[src/rtl/e4m3_cvt_pkg.sv]
package e4m3_cvt_pkg;
  localparam int SP_EXP_W  = 8;
  localparam int SP_FRAC_W = 23;
  localparam int SP_BIAS   = 127;
  localparam int SP_W      = 1 + SP_EXP_W + SP_FRAC_W;

  typedef enum logic [1:0] {
    CLS_ZERO = 2'd0,
    CLS_SUB  = 2'd1,
    CLS_NORM = 2'd2,
    CLS_NAN  = 2'd3
  } code_class_e;
endpackage

[src/rtl/e4m3_field_split.sv]
module e4m3_field_split
  import e4m3_cvt_pkg::*;
#(
  parameter int EXP_W = 4,
  parameter int MAN_W = 3
) (
  input  logic [EXP_W+MAN_W:0] code_i,
  output logic                 sign_o,
  output logic [EXP_W-1:0]     exp_o,
  output logic [MAN_W-1:0]     man_o,
  output code_class_e          cls_o
);
  localparam int MSB = EXP_W + MAN_W;

  assign sign_o = code_i[MSB];
  assign exp_o  = code_i[MSB-1:MAN_W];
  assign man_o  = code_i[MAN_W-1:0];

  always_comb begin
    if ((&exp_o) && (&man_o))   cls_o = CLS_NAN;
    else if (exp_o != '0)       cls_o = CLS_NORM;
    else if (man_o != '0)       cls_o = CLS_SUB;
    else                        cls_o = CLS_ZERO;
  end
endmodule

[src/rtl/e4m3_sub_norm.sv]
module e4m3_sub_norm
  import e4m3_cvt_pkg::*;
#(
  parameter int MAN_W = 3,
  localparam int LEAD_W = (MAN_W > 1) ? $clog2(MAN_W) : 1
) (
  input  logic [MAN_W-1:0]     man_i,
  output logic [LEAD_W-1:0]    lead_o,
  output logic [SP_FRAC_W-1:0] frac_o
);
  always_comb begin
    lead_o = '0;
    for (int i = 0; i < MAN_W; i++) begin
      if (man_i[i]) lead_o = LEAD_W'(i);
    end
  end

  // The leading one moves past the top of the fraction field and drops out.
  assign frac_o = {{(SP_FRAC_W-MAN_W){1'b0}}, man_i} << (SP_FRAC_W - int'(lead_o));

  always_comb begin
    if (man_i != '0) begin
      assert_lead_one_R4: assert ((man_i >> lead_o) == MAN_W'(1));
    end
  end
endmodule

[src/rtl/e4m3_fp32_pack.sv]
module e4m3_fp32_pack
  import e4m3_cvt_pkg::*;
#(
  parameter int EXP_W = 4,
  parameter int MAN_W = 3,
  parameter int BIAS  = 7,
  localparam int LEAD_W = (MAN_W > 1) ? $clog2(MAN_W) : 1
) (
  input  logic                 sign_i,
  input  logic [EXP_W-1:0]     exp_i,
  input  logic [MAN_W-1:0]     man_i,
  input  code_class_e          cls_i,
  input  logic [LEAD_W-1:0]    lead_i,
  input  logic [SP_FRAC_W-1:0] sub_frac_i,
  output logic [SP_W-1:0]      word_o
);
  localparam int NORM_OFF = SP_BIAS - BIAS;
  localparam int SUB_BASE = SP_BIAS - BIAS + 1 - MAN_W;

  always_comb begin
    unique case (cls_i)
      CLS_ZERO: word_o = {sign_i, {(SP_W-1){1'b0}}};
      CLS_NAN:  word_o = {sign_i, {SP_EXP_W{1'b1}}, 1'b1, {(SP_FRAC_W-1){1'b0}}};
      CLS_NORM: word_o = {sign_i, SP_EXP_W'(int'(exp_i) + NORM_OFF),
                          man_i, {(SP_FRAC_W-MAN_W){1'b0}}};
      default:  word_o = {sign_i, SP_EXP_W'(SUB_BASE + int'(lead_i)), sub_frac_i};
    endcase
  end

  always_comb begin
    if (cls_i != CLS_NAN) begin
      assert_no_inf_R10: assert (word_o[SP_W-2:SP_FRAC_W] != {SP_EXP_W{1'b1}});
    end
  end
endmodule

[src/rtl/e4m3_to_fp32.sv]
module e4m3_to_fp32
  import e4m3_cvt_pkg::*;
#(
  parameter int EXP_W   = 4,
  parameter int MAN_W   = 3,
  parameter int BIAS    = 7,
  parameter bit REG_OUT = 1'b1,
  localparam int CODE_W = 1 + EXP_W + MAN_W,
  localparam int LEAD_W = (MAN_W > 1) ? $clog2(MAN_W) : 1
) (
  input  logic              clk,
  input  logic              rst_n,
  input  logic              in_valid,
  output logic              in_ready,
  input  logic [CODE_W-1:0] in_code,
  output logic              out_valid,
  input  logic              out_ready,
  output logic [SP_W-1:0]   out_word
);
  logic                 f_sign;
  logic [EXP_W-1:0]     f_exp;
  logic [MAN_W-1:0]     f_man;
  code_class_e          f_cls;
  logic [LEAD_W-1:0]    s_lead;
  logic [SP_FRAC_W-1:0] s_frac;
  logic [SP_W-1:0]      word_c;

  e4m3_field_split #(.EXP_W(EXP_W), .MAN_W(MAN_W)) u_split (
    .code_i(in_code), .sign_o(f_sign), .exp_o(f_exp), .man_o(f_man), .cls_o(f_cls)
  );

  e4m3_sub_norm #(.MAN_W(MAN_W)) u_norm (
    .man_i(f_man), .lead_o(s_lead), .frac_o(s_frac)
  );

  e4m3_fp32_pack #(.EXP_W(EXP_W), .MAN_W(MAN_W), .BIAS(BIAS)) u_pack (
    .sign_i(f_sign), .exp_i(f_exp), .man_i(f_man), .cls_i(f_cls),
    .lead_i(s_lead), .sub_frac_i(s_frac), .word_o(word_c)
  );

  generate
    if (REG_OUT) begin : g_reg
      logic            vld_q;
      logic [SP_W-1:0] word_q;

      assign in_ready  = !vld_q || out_ready;
      assign out_valid = vld_q;
      assign out_word  = word_q;

      always_ff @(posedge clk or negedge rst_n) begin
        if (!rst_n) begin
          vld_q  <= 1'b0;
          word_q <= '0;
        end else if (in_ready) begin
          vld_q <= in_valid;
          if (in_valid) word_q <= word_c;
        end
      end

      assert_accept_R7: assert property (@(posedge clk) disable iff (!rst_n)
        (in_valid && in_ready) |=> out_valid);
      assert_hold_R8: assert property (@(posedge clk) disable iff (!rst_n)
        (out_valid && !out_ready) |=> (out_valid && $stable(out_word)));
      assert_stall_R8: assert property (@(posedge clk) disable iff (!rst_n)
        (out_valid && !out_ready) |-> !in_ready);
      assert_sign_R6: assert property (@(posedge clk) disable iff (!rst_n)
        (in_valid && in_ready) |=> (out_word[SP_W-1] == $past(in_code[CODE_W-1])));
      assert_nan_R2: assert property (@(posedge clk) disable iff (!rst_n)
        (in_valid && in_ready && (&in_code[CODE_W-2:0]))
        |=> (out_word[SP_W-2:0] == 31'h7FC00000));
    end else begin : g_comb
      assign in_ready  = out_ready;
      assign out_valid = in_valid;
      assign out_word  = word_c;
    end
  endgenerate
endmodule

[config.mk]
export PLATFORM = sky130hd
export DESIGN_NAME = e4m3_to_fp32
export DESIGN_NICKNAME = d
export VERILOG_FILES = /design/src/rtl/e4m3_cvt_pkg.sv /design/src/rtl/e4m3_field_split.sv /design/src/rtl/e4m3_sub_norm.sv /design/src/rtl/e4m3_fp32_pack.sv /design/src/rtl/e4m3_to_fp32.sv
export SDC_FILE = /design/constraint.sdc
export NUM_CORES = 1
export LEC_CHECK = 0
export BUFFER_PORTS_ARGS = -buffer_cell sky130_fd_sc_hd__buf_2
export CAP_MARGIN = 25
export CELL_PAD_IN_SITES_DETAIL_PLACEMENT = 0
export CELL_PAD_IN_SITES_GLOBAL_PLACEMENT = 2
export CORE_MARGIN = 3
export CORE_UTILIZATION = 40
export CTS_BUF_LIST = sky130_fd_sc_hd__clkbuf_4
export DETAILED_ROUTE_END_ITERATION = 16
export GPL_ROUTABILITY_DRIVEN = 0
export GPL_TIMING_DRIVEN = 0
export PLACE_DENSITY_LB_ADDON = 0.1
export RECOVER_POWER = 50
export SETUP_SLACK_MARGIN = 0.02
export SLEW_MARGIN = 30
export SYNTH_ARGS = -nofsm -noshare
export SYNTH_HDL_FRONTEND = slang
export SYNTH_HIERARCHICAL = 1
export SYNTH_SLANG_ARGS = --single-unit
[constraint.sdc]
create_clock -name clk -period 2.65 [get_ports clk]
set_clock_uncertainty 0.1 [all_clocks]
set_input_delay 0.1325 -clock clk [delete_from_list [all_inputs] [get_ports clk]]
set_output_delay 0.1325 -clock clk [all_outputs]
set_load 0.05 [all_outputs]
==> results.tsv <==
metric	value	unit
DR vias	1215	
DR pass1 iterations	4	
max_slew headroom	50.60	%
maximum VDD drop	0.2156	mV
Tmin final	1.727	ns
drt total wl	3.394	mm
cells after synthesis	160	
Routed WL per cell	11.28	um
Synth area leader	dfrtp_1	
unique cell type count in the Yosys netlist	25	
CTS tree	done	
Final Cell Area	0.002456	mm2
Int Power	756.9	uW
Seq pwr share	48.9	%
kind of critical path	primary input to flip-flop	
share of cells above drive strength 1	57.26	%
register area share after synthesis	40.64	%
Total Power	1133	uW
max cap viols	0	
# rows	25	
final worst path period share	65.18	%
Initial DRC Count	10	
Avg Inst Size Synth	12.70	um2
synthesis-stage register bit count	33	
NumNets Final	245	
drc violations	0	
placed standard-cell area	0.002411	mm2
port bufs	44	
root buffer cell	clkbuf_4	
Antenna Nets Post-Route	0	
# H-tree levels	2	
All-Layer GR Usage	12.53	%
P per Cell Area	461.5	mW/mm2
fin cells	301	
Area Overhead vs Synth	20.87	%
largest net degree at the start of global routing	34	
Max clock buf depth	2	
Worst EP arrival	1.84	ns
Die Width	77.28	um
cts bufs inserted	5	
die height	77.28	um
Hold Crit Class	primary input to flip-flop	
initial antenna violation count	0	
Initial Util	42.18	%
CTS sink cnt	33	
NetSw	376.6	uW
hold_ws	0.02963	ns
cell count after placement	291	
combinational power share	28.5	%
synthesized cell area	0.002032	mm2
Leakage	0.001354	uW
Crit Path Max Fanout	10	
Core ar.	0.004817	mm2
vias in the first global route	1218	
Antenna diodes	0	
Resized cells post-CTS	0	
total die area	0.005971	mm2
critical path startpoint category	primary input	
num ports	46	
Worst Path Required	2.76	ns
HPWL Detailed	2.551	mm
share of the synthesized area in the top cell type	40.64	%
vias per inst	4.037	
Final setup viols	0	
largest cells by area after synthesis	dfrtp_1 (41%), mux2_4 (22%), buf_4 (12%)	
final hold viol count	0	
commonest cells after routing, fill and taps aside	dfrtp_1 (33), buf_4 (33), mux2_4 (30)	
RSZ-0062 raised after global routing	no	
Clock Latency Late Sink	0.32	ns
Net Sw Frac	33.22	%
Clk pwr share	22.5	%
crit end category	flip-flop	
status	completed	
first-pass GRT wire length	5.927	mm
yosys warns	6	
f_max	578.9	MHz
Reg clk slew, reported paths	0.10	ns
actual slew at the worst max-slew pin	0.7409	ns
Max Slew Vio Count	0	
gr ovfl total	0	
TNS Setup	0	ns
power by group through the flow:
stage	clock, uW	combinational [uW]	sequential (uW)
6_report	255	323	555
5_1_grt	301	345	559
3_5_place_dp	0	331	563
3_3_place_gp	0	328	562
4_1_cts	272	334	555
2_1_floorplan	0	146	675
cells by family after synthesis:
group                  count (synthesis)  synth area share, %
buffers and inverters                 41                16.87
AOI/OAI and AO/OA                     12                3.694
muxes                                 32                23.28
other                                  1               0.1846
and+or+nand+nor                       41                15.33
DFF                                   33                40.64
cells in the mapped netlist, drive strengths merged:
cell type  instances
or4                1
o21ai              4
nand4              1
conb               1
and2              21
a21oi              4
or2b               1
inv                2
mux2              32
nand2              4
buf               39
a22o               2
nor2b              1
and2b              2
dfrtp             33
nand2b             2
o21a               2
nor2               8
final cells by class:
| type | instances | area, um2 |
|---|---|---|
| clock inverters | 3 | 12.51 |
| fillers | 465 | 2361 |
| plain buffers | 39 | 335.3 |
| repair buffers | 46 | 220.2 |
| clock buffers | 5 | 37.54 |
| inverters | 2 | 7.507 |
| well taps | 67 | 83.83 |
| flip-flops and latches | 33 | 825.8 |
| multi-input cells | 106 | 933.4 |
per-stage QoR:
stage / util (%) / setup WS [ns]
global placement: 50.05 / 0.5901
floorplan: - / 0.7964
detailed placement: 50.05 / 0.6068
CTS: 51.51 / 0.9458
global route: 50.99 / 0.8215
finish: 50.99 / 0.9226
repair_timing:
action	in CTS	in global routing
buffers inserted	0	0
hold buffers	2	0
setup endpoints to repair	0	0
hold endpoints to repair	34	0
state kept, by name, summed over array words and instances, names as in the netlist:
register,count
out_valid,1
out_word,32
layer usage:
layer  wire length [um]  vias up  part of all wire [%]  GRT usage [%]
met3                180        4                   5.3          3.873
met2               1675       32                    49          20.64
li1                   -      618                     -              -
met5                  0        -                     0              0
met1               1513      561                    45          15.72
met4                 25        0                  0.74          3.737
path summary, 6_finish.rpt:
| path | startpoint | endpoint | slack (ns) | cells after the start |
|---|---|---|---|---|
| worst max register to register | out_valid | out_word[27] | 1.33 | 4 |
| worst min-delay path | in_code[7] | out_word[31] | 0.03 | 3 |
| min in group asynchronous | rst_n | out_word[2] | 0.31 | 2 |
| worst max-delay path | in_code[4] | out_word[20] | 0.92 | 7 |
| max in group asynchronous | rst_n | out_word[14] | 1.67 | 2 |
| worst min register to register | out_word[8] | out_word[8] | 0.41 | 1 |
worst max-delay path: stages:
cell and delay (ns):
buf_2 0.11, or4_4 0.60, o21ai_0 0.11, o21a_1 0.18, and2b_2 0.23, a22o_2 0.21
mux2_4 0.26
(Power assumes the default switching activity.)
